===== config.mk =====
export PLATFORM = sky130hd
export DESIGN_NAME = ptx_xlate
export DESIGN_NICKNAME = d
export VERILOG_FILES = /design/src/rtl/ptx_pkg.sv /design/src/rtl/ptx_req_reg.sv /design/src/rtl/ptx_entry_check.sv /design/src/rtl/ptx_walk_ctrl.sv /design/src/rtl/ptx_xlate.sv
export SDC_FILE = /design/constraint.sdc
export NUM_CORES = 1
export LEC_CHECK = 0
export BUFFER_PORTS_ARGS = -buffer_cell sky130_fd_sc_hd__buf_2
export CAP_MARGIN = 40
export CORE_ASPECT_RATIO = 1.5
export CORE_UTILIZATION = 45
export CTS_BUF_LIST = sky130_fd_sc_hd__clkbuf_8
export CTS_CLUSTER_DIAMETER = 30
export DETAILED_ROUTE_END_ITERATION = 6
export PLACE_DENSITY = 0.78
export SYNTH_ARGS = -nofsm -noshare
export SYNTH_HDL_FRONTEND = slang
export SYNTH_HIERARCHICAL = 1
export SYNTH_SLANG_ARGS = --single-unit

===== constraint.sdc =====
create_clock -name clk -period 1.4 [get_ports clk]
set_input_delay 0.07 -clock clk [delete_from_list [all_inputs] [get_ports clk]]
set_output_delay 0.07 -clock clk [all_outputs]
set_load 0.03 [all_outputs]

===== src/rtl/ptx_pkg.sv =====
package ptx_pkg;
  typedef enum logic [1:0] {
    CAUSE_NONE   = 2'd0,
    CAUSE_RANGE  = 2'd1,
    CAUSE_ABSENT = 2'd2,
    CAUSE_PRIV   = 2'd3
  } cause_t;

  typedef enum logic [1:0] {
    ST_IDLE  = 2'd0,
    ST_READ  = 2'd1,
    ST_CHECK = 2'd2,
    ST_RESP  = 2'd3
  } walk_st_t;
endpackage


===== src/rtl/ptx_req_reg.sv =====
module ptx_req_reg #(
  parameter int VA_W  = 16,
  parameter int OFF_W = 12,
  parameter int PPN_W = 8,
  localparam int IDX_W = VA_W - OFF_W
) (
  input  logic             clk,
  input  logic             rst_n,
  input  logic             accept,
  input  logic [VA_W-1:0]  vaddr_in,
  input  logic             kmode_in,
  input  logic [PPN_W-1:0] tbl_in,
  output logic [IDX_W-1:0] idx,
  output logic [OFF_W-1:0] off,
  output logic             kmode,
  output logic [PPN_W-1:0] tbl
);
  function automatic logic [IDX_W-1:0] va_index(input logic [VA_W-1:0] va);
    return va[VA_W-1:OFF_W];
  endfunction

  function automatic logic [OFF_W-1:0] va_offset(input logic [VA_W-1:0] va);
    return va[OFF_W-1:0];
  endfunction

  always_ff @(posedge clk) begin
    if (!rst_n) begin
      idx   <= '0;
      off   <= '0;
      kmode <= 1'b0;
      tbl   <= '0;
    end else if (accept) begin
      idx   <= va_index(vaddr_in);
      off   <= va_offset(vaddr_in);
      kmode <= kmode_in;
      tbl   <= tbl_in;
    end
  end
endmodule


===== src/rtl/ptx_entry_check.sv =====
module ptx_entry_check
  import ptx_pkg::*;
#(
  parameter int PTE_W    = 16,
  parameter int PPN_W    = 8,
  parameter int OFF_W    = 12,
  parameter int PRES_BIT = 15,
  parameter int USER_BIT = 14,
  localparam int PA_W = PPN_W + OFF_W
) (
  input  logic [PTE_W-1:0] pte,
  input  logic             kmode,
  input  logic [OFF_W-1:0] off,
  output logic             fault,
  output logic [1:0]       cause,
  output logic [PA_W-1:0]  paddr
);
  function automatic logic [PA_W-1:0] form_pa(input logic [PPN_W-1:0] ppn,
                                              input logic [OFF_W-1:0] o);
    return (PA_W'(ppn) << OFF_W) | PA_W'(o);
  endfunction

  logic [PTE_W-1:0] unused_pte_bits;
  assign unused_pte_bits = pte;

  cause_t verdict;

  always_comb begin
    if (!pte[PRES_BIT])                  verdict = CAUSE_ABSENT;
    else if (!(kmode || pte[USER_BIT]))  verdict = CAUSE_PRIV;
    else                                 verdict = CAUSE_NONE;
  end

  assign cause = verdict;
  assign fault = (verdict != CAUSE_NONE);
  assign paddr = form_pa(pte[PPN_W-1:0], off);
endmodule


===== src/rtl/ptx_walk_ctrl.sv =====
module ptx_walk_ctrl
  import ptx_pkg::*;
#(
  parameter int PA_W = 20
) (
  input  logic            clk,
  input  logic            rst_n,
  input  logic            req_valid,
  input  logic            oor_now,
  input  logic            rsp_ready,
  input  logic            chk_fault,
  input  logic [1:0]      chk_cause,
  input  logic [PA_W-1:0] chk_paddr,
  output logic            req_ready,
  output logic            accept,
  output logic            mem_rd_en,
  output logic            rsp_valid,
  output logic            rsp_fault,
  output logic [1:0]      rsp_cause,
  output logic [PA_W-1:0] rsp_paddr
);
  walk_st_t st;

  assign req_ready = (st == ST_IDLE);
  assign accept    = req_valid && req_ready;
  assign mem_rd_en = (st == ST_READ);
  assign rsp_valid = (st == ST_RESP);

  always_ff @(posedge clk) begin
    if (!rst_n) begin
      st        <= ST_IDLE;
      rsp_fault <= 1'b0;
      rsp_cause <= CAUSE_NONE;
      rsp_paddr <= '0;
    end else begin
      unique case (st)
        ST_IDLE: if (accept) begin
          if (oor_now) begin
            rsp_fault <= 1'b1;
            rsp_cause <= CAUSE_RANGE;
            rsp_paddr <= '0;
            st        <= ST_RESP;
          end else begin
            st <= ST_READ;
          end
        end
        ST_READ:  st <= ST_CHECK;
        ST_CHECK: begin
          rsp_fault <= chk_fault;
          rsp_cause <= chk_cause;
          rsp_paddr <= chk_paddr;
          st        <= ST_RESP;
        end
        ST_RESP: if (rsp_ready) st <= ST_IDLE;
        default: st <= ST_IDLE;
      endcase
    end
  end
endmodule


===== src/rtl/ptx_xlate.sv =====
module ptx_xlate #(
  parameter int REQ_VA_W = 20,
  parameter int VA_W     = 16,
  parameter int OFF_W    = 12,
  parameter int PPN_W    = 8,
  parameter int PTE_W    = 16,
  parameter int PRES_BIT = 15,
  parameter int USER_BIT = 14,
  localparam int IDX_W = VA_W - OFF_W,
  localparam int PA_W  = PPN_W + OFF_W
) (
  input  logic                clk,
  input  logic                rst_n,
  input  logic [PPN_W-1:0]    cur_tbl_ppn,
  input  logic                kernel_mode,
  input  logic                req_valid,
  output logic                req_ready,
  input  logic [REQ_VA_W-1:0] req_vaddr,
  output logic                mem_rd_en,
  output logic [PA_W-1:0]     mem_rd_addr,
  input  logic [PTE_W-1:0]    mem_rd_data,
  output logic                rsp_valid,
  input  logic                rsp_ready,
  output logic                rsp_fault,
  output logic [1:0]          rsp_cause,
  output logic [PA_W-1:0]     rsp_paddr
);
  function automatic logic [PA_W-1:0] entry_addr(input logic [PPN_W-1:0] base,
                                                 input logic [IDX_W-1:0] ix);
    return (PA_W'(base) << OFF_W) + PA_W'(ix);
  endfunction

  logic             evt_accept;
  logic             evt_range_fault;
  logic [IDX_W-1:0] cap_idx;
  logic [OFF_W-1:0] cap_off;
  logic             cap_kmode;
  logic [PPN_W-1:0] cap_tbl;
  logic             chk_fault;
  logic [1:0]       chk_cause;
  logic [PA_W-1:0]  chk_paddr;

  generate
    if (REQ_VA_W > VA_W) begin : g_range
      assign evt_range_fault = |req_vaddr[REQ_VA_W-1:VA_W];
    end else begin : g_norange
      assign evt_range_fault = 1'b0;
    end
  endgenerate

  ptx_req_reg #(.VA_W(VA_W), .OFF_W(OFF_W), .PPN_W(PPN_W)) u_req (
    .clk(clk), .rst_n(rst_n), .accept(evt_accept),
    .vaddr_in(req_vaddr[VA_W-1:0]), .kmode_in(kernel_mode), .tbl_in(cur_tbl_ppn),
    .idx(cap_idx), .off(cap_off), .kmode(cap_kmode), .tbl(cap_tbl)
  );

  assign mem_rd_addr = entry_addr(cap_tbl, cap_idx);

  ptx_entry_check #(.PTE_W(PTE_W), .PPN_W(PPN_W), .OFF_W(OFF_W),
                    .PRES_BIT(PRES_BIT), .USER_BIT(USER_BIT)) u_chk_logic (
    .pte(mem_rd_data), .kmode(cap_kmode), .off(cap_off),
    .fault(chk_fault), .cause(chk_cause), .paddr(chk_paddr)
  );

  ptx_walk_ctrl #(.PA_W(PA_W)) u_ctrl (
    .clk(clk), .rst_n(rst_n), .req_valid(req_valid), .oor_now(evt_range_fault),
    .rsp_ready(rsp_ready), .chk_fault(chk_fault), .chk_cause(chk_cause),
    .chk_paddr(chk_paddr), .req_ready(req_ready), .accept(evt_accept),
    .mem_rd_en(mem_rd_en), .rsp_valid(rsp_valid), .rsp_fault(rsp_fault),
    .rsp_cause(rsp_cause), .rsp_paddr(rsp_paddr)
  );
endmodule


==> results of run 1 <==
per-layer routing:
layer / routed length, um / part of all wire [%] / vias to the layer above / global-route usage, %
met3: 202 / 4.2 / 7 / 4.298
met5: 0 / 0 / - / 0
met4: 87 / 1.8 / 0 / 6.818
met2: 2502 / 52 / 46 / 31.25
li1: - / - / 881 / -
met1: 1988 / 42 / 824 / 20.16
through the flow:
step | util [%] | cell area, um2 | hold WS [ps]
floorplan | - | 2410 | 198.2
global placement | 52.56 | 2673 | 325.2
detailed placement | 52.56 | 2673 | 335.2
CTS | 56.55 | 2875 | 18.63
global route | 57.97 | 2948 | 21.04
finish | 57.97 | 2948 | 21.76
layout make-up:
type,instances,area share [%]
flip-flops and latches,50,34.13
clock buffers,5,2.334
well taps,68,2.886
inverters,3,0.5518
multi-input cells,150,38.29
repair buffers,95,20.54
clock inverters,3,1.273
power by group through the flow:
stage	clock network (mW)	registers, mW	logic [mW]
after global routing	1.09	1.85	3.14
after CTS	1.01	1.80	2.78
after detailed placement	0	1.82	2.35
final	0.982	1.81	2.94
after global placement	0	1.82	2.32
after floorplan	0	2.12	1.71
state kept, by name (all words and copies together) (netlist names):
| name | count |
|---|---|
| u_ctrl/rsp_paddr | 20 |
| u_req/off | 12 |
| u_req/tbl | 8 |
| u_req/idx | 4 |
| u_ctrl/rsp_cause | 2 |
| u_ctrl/st | 2 |
| u_ctrl/rsp_fault | 1 |
| u_req/kmode | 1 |
repair_timing:
action,4_1_cts,5_1_grt
buffers inserted,5,0
pin swaps,2,2
gates resized for setup,7,13
setup endpoints to repair,41,47
gates cloned,1,1
synth_stat cells:
master and count:
and3_1 1, clkbuf_1 7, or4_1 1, inv_1 3, conb_1 1, and2_1 1, nand3_1 22, mux2i_1 50
ha_1 5, nor2_4 1, nor3b_2 1, nand2_1 24, buf_12 2, o21ai_1 1, buf_4 29, buf_6 3
o311a_1 1, o21ai_0 4, nor2b_1 27, dfxtp_1 50, nand2b_1 2, buf_2 2
critical path, cell delays in order, from the launching register on:
cell and delay (ps):
dfxtp_4 360, buf_4 140, ha_4 170, mux2i_4 250, nor2_4 70, buf_4 170, mux2i_1 120
worst paths after layout:
| check | startpoint | slack, ps | cells after the start | endpoint |
|---|---|---|---|---|
| worst max-delay path | u_ctrl/st[1] | 20 | 6 | u_ctrl/rsp_paddr[2] |
| worst min-delay path | req_vaddr[2] | 20 | 3 | u_req/off[2] |
| worst max register to register | u_ctrl/st[1] | 20 | 6 | u_ctrl/rsp_paddr[2] |
| worst min register to register | u_ctrl/rsp_paddr[4] | 450 | 2 | u_ctrl/rsp_paddr[4] |
kinds of logic after synthesis:
| kind of cell | Yosys count |
|---|---|
| adder cells (fa/ha/maj) | 5 |
| buffers and inverters | 46 |
| flip-flops | 50 |
| AO/OA/AOI/OAI | 6 |
| multiplexers | 50 |
| other | 1 |
| AND/OR/NAND/NOR | 80 |
==> metrics.md, run 1 <==
| Metric | Value |
|---|---|
| Final count of negative-setup-slack endpoints | 0 |
| Io pins | 95 |
| Reg power frac | 31.6% |
| Seq/Total Area, Yosys | 42.28% |
| Critical path type | register to register |
| Post-Synth Simple-Gate Area | 17.97% |
| Yosys reg bits | 50 |
| # hold bufs at CTS | 0 |
| FMAX | 726.0 MHz |
| Area of the multi-input gates | 1129 um2 |
| Synthesized area | 2367 um2 |
| Worst setup SP type | register |
| Antenna cells | 0 |
| Vias post-DR | 1758 |
| Synth Instances | 238 |
| Final hold violation count | 0 |
| First-pass GRT wire length | 7555 um |
| DRC violations left | 4 |
| XOR/XNOR Fraction of Synth Area | 0% |
| Vias in the first global route | 1708 |
| WL/cell | 12.78 um |
| Combinational power share | 51.3% |
| Total power | 5.737 mW |
| I/O Buffers | 80 |
| Worst setup margin | 22.63 ps |
| Final worst path period need | 1377 ps |
| Core Box Area | 5085 um2 |
| Commonest cells after routing, fill and taps aside | buf_2 (80), mux2i_1 (48), dfxtp_1 (48) |
| Max IR drop VDD | 0.9927 mV |
| Non-Filler Instances | 374 |
| Run status | finished, violations left |
| Crit path DAT | 1560 ps |
| Site Rows | 32 |
| Critical Path End Type | register |
| Dpl hpwl | 3042 um |
| Initial Util | 46.56% |
| Die Width | 61.22 um |
| Setup TNS | 0 ps |
| FILL cells | 476 |
| Max Transition Viols Final | 0 |
| Mux share of post-synthesis cell area | 21.14% |
| Skew-Pair Late Insertion Delay | 300 ps |
| DRT iter0 DRCs | 42 |
| Reg area | 1006 um2 |
| Initial antenna violation count | 0 |
| Layout cells sized above 1 | 37.58% |
| Clock skew | 7.031 ps |
| Psw | 2.132 mW |
| Sw frac | 37.16% |
| GRT overflow | 0 |
| Post-synth top area share | 42.28% |
| Final RePlAce weighted congestion | 0.7220 |
| Most common cell after layout, fill and taps aside | buf_2 |
| Layout area overhead | 24.52% |
| RSZ-0062 raised after global routing | yes |
| Clk buf depth | 2 |
| Final ANT Viol Nets | 0 |
| Post-synthesis adder-cell area fraction | 2.643% |
| Final net count | 359 |
| Via density | 4.701 |
| Complex-gate fraction of the synthesized area | 1.480% |
| Crit share post-route | 98.38% |
| Area leader, netlist | dfxtp_1 |
| Total CTS buffers | 5 |
| Number of distinct library cells after synthesis | 22 |
| Static Leak | 1.350 nW |
| Pwr dens | 1946 nW/um2 |
| Total track usage | 17.98% |
| H-tree levels | 2 |
| Top cells by area, synth | dfxtp_1 (42%), mux2i_1 (21%), buf_4 (9.2%) |
| Die span in y | 90.83 um |
| Worst min path class | input port to register |
| Pint | 3.605 mW |
| CTS clk-pin slew, worst paths | 90 ps |
| Clock network power share | 17.1% |
| DP Worst Slack | -450.4 ps |
| Drt total wl | 4781 um |
| Largest net degree at the start of global routing | 74 |
| Max Cap Viol | 0 |
| Clock sinks | 50 |
| Synth warn | 6 |
| Synth Area per Inst | 9.947 um2 |
| Failing checks | design-rule violations |
| WP data required | 1580 ps |
| Clock Root Buffer | clkbuf_8 |
| CTS tree | yes |
| Placed cell count | 359 |
| Crit-path max FO | 4 |
| Largest family of logic cells by synthesized area | multiplexers |
| Total Die Area | 5561 um2 |
| 1st-pass router iterations | 7 |
Note: power is estimated with default switching activity, not from simulation.
==> inputs of run 2 (changes only) <==
==> constraint.sdc (replaced) <==
create_clock -name clk -period 1.4 [get_ports clk]
set_input_delay 0.07 -clock clk [delete_from_list [all_inputs] [get_ports clk]]
set_output_delay 0.07 -clock clk [all_outputs]
set_load 0.02 [all_outputs]
==> metrics.md, run 2 (synthesis results as in run 1) <==
| Metric | Value |
|---|---|
| Clock Root Buffer | clkbuf_8 |
| Die Width | 61.22 um |
| Vias in the first global route | 1619 |
| GRT overflow | 0 |
| Most common cell after layout, fill and taps aside | buf_2 |
| Initial antenna violation count | 0 |
| Final count of negative-setup-slack endpoints | 0 |
| Run status | finished, violations left |
| # hold bufs at CTS | 0 |
| Met2 WL post-DR | 2578 um |
| H-tree levels | 2 |
| Antenna cells | 0 |
| Worst setup SP type | register |
| Via density | 4.766 |
| Total power | 5.640 mW |
| RSZ-0062 raised after global routing | yes |
| Largest register by flop count | u_ctrl/rsp_paddr |
| Site Rows | 32 |
| Non-Filler Instances | 376 |
| DP Worst Slack | -404.6 ps |
| Crit path DAT | 1560 ps |
| Static Leak | 1.359 nW |
| Skew-Pair Late Insertion Delay | 300 ps |
| Biggest regs | u_ctrl/rsp_paddr (20), u_req/off (12), u_req/tbl (8) |
| Core Box Area | 5085 um2 |
| Io pins | 95 |
| M1 WL | 2055 um |
| Final hold violation count | 0 |
| FMAX | 732.1 MHz |
| Critical path type | register to register |
| DRT iter0 DRCs | 61 |
| Pwr dens | 1902 nW/um2 |
| Layout area overhead | 25.26% |
| Commonest cells after routing, fill and taps aside | buf_2 (80), mux2i_1 (49), dfxtp_1 (48) |
| Crit-path max FO | 4 |
| Final net count | 361 |
| Largest net degree at the start of global routing | 32 |
| R2R Setup Slk | 30 ps |
| Layout cells sized above 1 | 38.31% |
| Total Die Area | 5561 um2 |
| DRC violations left | 1 |
| Final worst path period need | 1366 ps |
| Crit share post-route | 97.57% |
| Top Layer Used | met4 |
| Critical Path End Type | register |
| Post-Place Cell Area | 2685 um2 |
| Failing checks | design-rule violations |
| Dpl hpwl | 3109 um |
| Initial Util | 46.56% |
| Number of flip-flops in the largest register | 20 |
| WP data required | 1600 ps |
| First-pass GRT wire length | 7555 um |
| Die span in y | 90.83 um |
| Clk buf depth | 2 |
| Final RePlAce weighted congestion | 0.7932 |
| Drt total wl | 4896 um |
| Placed cell count | 362 |
| Final ANT Viol Nets | 0 |
| Total track usage | 18.13% |
| Max IR drop VDD | 0.9150 mV |
| Setup TNS | 0 ps |
| Vias post-DR | 1792 |
| Max Transition Viols Final | 0 |
| 1st-pass router iterations | 7 |
| CTS clk-pin slew, worst paths | 90 ps |
| Clock sinks | 50 |
| Max Cap Viol | 0 |
| Clock skew | 5.983 ps |
| Finished Cell Area | 2965 um2 |
| Worst min path class | input port to register |
| WL/cell | 13.02 um |
| Worst setup margin | 34.00 ps |
| I/O Buffers | 80 |
| Total CTS buffers | 5 |
| Met3 WL | 220 um |
| CTS tree | yes |
## run 2: area by class of cell
class                      count  area [um2]
tap                           68       85.08
fill                         479        2120
timing repair buffer          97       623.1
clock inverter                 3       43.79
sequential                    50        1003
inverter                       3       16.27
multi-input combinational    150        1125
clock buffer                   5       68.82
## run 2: timing repair
action,in CTS,in global routing
endpoints found under the setup margin,48,50
buffers inserted,4,0
gates resized for setup,7,13
pin swaps,2,2
cloned,2,1
## run 2: path summary, 6_finish.rpt
check | depth (start not counted) | startpoint | endpoint
worst max-delay path | 6 | u_ctrl/st[1] | u_ctrl/rsp_paddr[11]
worst min-delay path | 3 | cur_tbl_ppn[2] | u_req/tbl[2]
worst max register to register | 6 | u_ctrl/st[1] | u_ctrl/rsp_paddr[11]
worst min register to register | 2 | u_ctrl/rsp_paddr[11] | u_ctrl/rsp_paddr[11]
## run 2: per-layer routing
metal | track usage, % | vias up
li1 | - | 890
met1 | 20.83 | 853
met2 | 31.34 | 43
met3 | 5.158 | 6
met4 | 5.114 | 0
met5 | 0 | -
## run 2: worst max-delay path: stages (launching register included)
cell     delay (ps)
dfxtp_2         340
buf_4           140
ha_4            190
mux2i_4         240
nor2_4           80
buf_4           160
mux2i_1         110
## run 2: where the power goes
part / total (mW) / switching (mW) / internal (mW)
clock: 1.02 / 0.483 / 0.536
sequential: 1.81 / 0.129 / 1.68
combinational: 2.82 / 1.41 / 1.41
total: 5.64 / 2.02 / 3.62
## run 2: per-stage QoR
| step | util, % | hold WS (ps) |
|---|---|---|
| final | 58.32 | 18.92 |
| after floorplan | - | 198.2 |
| after CTS | 56.79 | 14.38 |
| after detailed placement | 52.81 | 335.8 |
| after global placement | 52.81 | 323.8 |
| after global routing | 58.32 | 14.27 |
==> inputs of run 3 (changes only) <==
--- a/config.mk
+++ b/config.mk
@@ -12,7 +12,7 @@
 export CTS_BUF_LIST = sky130_fd_sc_hd__clkbuf_8
 export CTS_CLUSTER_DIAMETER = 30
 export DETAILED_ROUTE_END_ITERATION = 6
-export PLACE_DENSITY = 0.78
+export PLACE_DENSITY = 0.83
 export SYNTH_ARGS = -nofsm -noshare
 export SYNTH_HDL_FRONTEND = slang
 export SYNTH_HIERARCHICAL = 1
==> metrics.md, run 3 (synthesis results as in run 1) <==
| Metric | Value |
|---|---|
| Static Leak | 1.375 nW |
| H-tree levels | 2 |
| Max IR drop VDD | 1.015 mV |
| Most common cell after layout, fill and taps aside | buf_2 |
| Io pins | 95 |
| Reg area | 1003 um2 |
| Final worst path period need | 1383 ps |
| Setup crit end | u_ctrl/rsp_fault |
| Area of the multi-input gates | 1119 um2 |
| Max Cap Viol | 0 |
| Initial antenna violation count | 0 |
| Largest net degree at the start of global routing | 40 |
| Core Box Area | 5085 um2 |
| Final count of negative-setup-slack endpoints | 0 |
| I/O Buffers | 80 |
| Final ANT Viol Nets | 0 |
| Post-Place Cell Area | 2658 um2 |
| Die span in y | 90.83 um |
| Site Rows | 32 |
| Die Width | 61.22 um |
| Layout cells sized above 1 | 38.64% |
| Final net count | 361 |
| R2R Setup Slk | 20 ps |
| Crit share post-route | 98.77% |
| Worst setup margin | 17.22 ps |
| CTS clk-pin slew, worst paths | 100 ps |
| WP data required | 1580 ps |
| Reg-to-Reg Start | u_ctrl/st[1] |
| RR Endpoint | u_ctrl/rsp_fault |
| Critical path type | register to register |
| Biggest regs | u_ctrl/rsp_paddr (20), u_req/off (12), u_req/tbl (8) |
| Crit-path max FO | 9 |
| FILL cells | 446 |
| CP Cell Sequence | buf_4 > ha_2 > mux2i_4 > nor2_4 > buf_12 > mux2i_1 |
| Initial Util | 46.56% |
| Vias post-DR | 1798 |
| Clock sinks | 50 |
| Critical Path End Type | register |
| WL/cell | 13.11 um |
| Antenna cells | 0 |
| Final RePlAce weighted congestion | 0.7951 |
| DRT iter0 DRCs | 50 |
| Max Transition Viols Final | 0 |
| CTS tree | yes |
| Max stage delay cell, worst path | dfxtp_2 |
| Drt total wl | 4928 um |
| Commonest cells after routing, fill and taps aside | buf_2 (80), mux2i_1 (48), dfxtp_1 (48) |
| Clock Root Buffer | clkbuf_8 |
| Worst R2R Path Depth | 6 |
| Psw | 2.034 mW |
| Setup TNS | 0 ps |
| First-pass GRT wire length | 7445 um |
| Skew-Pair Late Insertion Delay | 300 ps |
| Final hold violation count | 0 |
| Slowest cell delay on critical path | 340 ps |
| Crit path DAT | 1560 ps |
| DP Worst Slack | -440.1 ps |
| Total CTS buffers | 5 |
| Worst min path class | input port to register |
| Clk buf depth | 2 |
| 1st-pass router iterations | 6 |
| Combinational power share | 48.8% |
| DRC violations left | 0 |
| Finished Cell Area | 3002 um2 |
| CP Launch Point | u_ctrl/st[1] |
| Pint | 3.863 mW |
| GRT overflow | 0 |
| RSZ-0062 raised after global routing | yes |
| Non-Filler Instances | 376 |
| Clock network power share | 20.4% |
| Worst setup SP type | register |
| Family with the most delay on the worst path | multiplexers |
| CP Depth | 6 |
| Reg power frac | 30.8% |
| Layout area overhead | 26.80% |
| FMAX | 723.2 MHz |
| Vias in the first global route | 1640 |
| Placed cell count | 360 |
| Total track usage | 17.89% |
| Clock skew | 13.10 ps |
| Total power | 5.897 mW |
| Sw frac | 34.49% |
| WP buf/inv | 2 |
| Pwr dens | 1965 nW/um2 |
| Number of flip-flops in the largest register | 20 |
| Largest register by flop count | u_ctrl/rsp_paddr |
| Total Die Area | 5561 um2 |
| Via density | 4.782 |
| Dpl hpwl | 3175 um |
| Run status | complete, no violations |
run 3: worst min-delay path by stage:
stage,start,to,slack (ps),cells after the start
2_1_floorplan,rst_n,u_req/idx[1],200,1
3_3_place_gp,kernel_mode,u_req/kmode,320,3
3_5_place_dp,req_vaddr[1],u_req/off[1],340,3
4_1_cts,req_vaddr[2],u_req/off[2],20,3
5_1_grt,req_vaddr[12],u_req/idx[0],20,3
6_report,req_vaddr[5],u_req/off[5],20,3
run 3: repair_timing:
action / in CTS / in global routing
setup endpoints to repair: 50 / 46
setup buffers: 4 / 1
gates cloned: 2 / 1
pin swaps: 3 / 2
hold buffers: 0 / 0
gates resized for setup: 11 / 9
run 3: through the flow:
step / util, % / hold WS, ps
6_report: 59.03 / 20.35
5_1_grt: 59.03 / 16.55
4_1_cts: 57.92 / 16.85
3_5_place_dp: 52.26 / 337.8
3_3_place_gp: 52.26 / 324.4
2_1_floorplan: - / 198.2
run 3: cell type report:
type,instances,area share (%)
Multi-Input combinational cell,150,37.27
Sequential cell,50,33.43
Timing Repair Buffer,97,21.34
Tap cell,68,2.835
Clock buffer,5,2.293
Clock inverter,3,2.293
Inverter,3,0.5419
run 3: per-layer routing:
layer	part of all wire (%)	wire length (um)	track usage [%]	vias up
met5	0	0	0	-
met4	1.6	78	7.765	0
met3	3.6	176	3.582	10
met2	54	2671	30.53	51
met1	41	2001	20.59	844
li1	-	-	-	893
run 3: power groups by stage:
| stage | sequential [mW] | combinational (mW) | clock, mW |
|---|---|---|---|
| floorplan | 2.00 | 1.66 | 0 |
| global placement | 1.81 | 2.13 | 0 |
| detailed placement | 1.83 | 2.18 | 0 |
| CTS | 1.80 | 2.74 | 1.23 |
| global route | 1.85 | 3.08 | 1.29 |
| finish | 1.81 | 2.88 | 1.20 |
run 3: worst min-delay path, cell delays in order:
cell and delay, ps:
buf_2 70, mux2i_1 60, nor2b_1 90
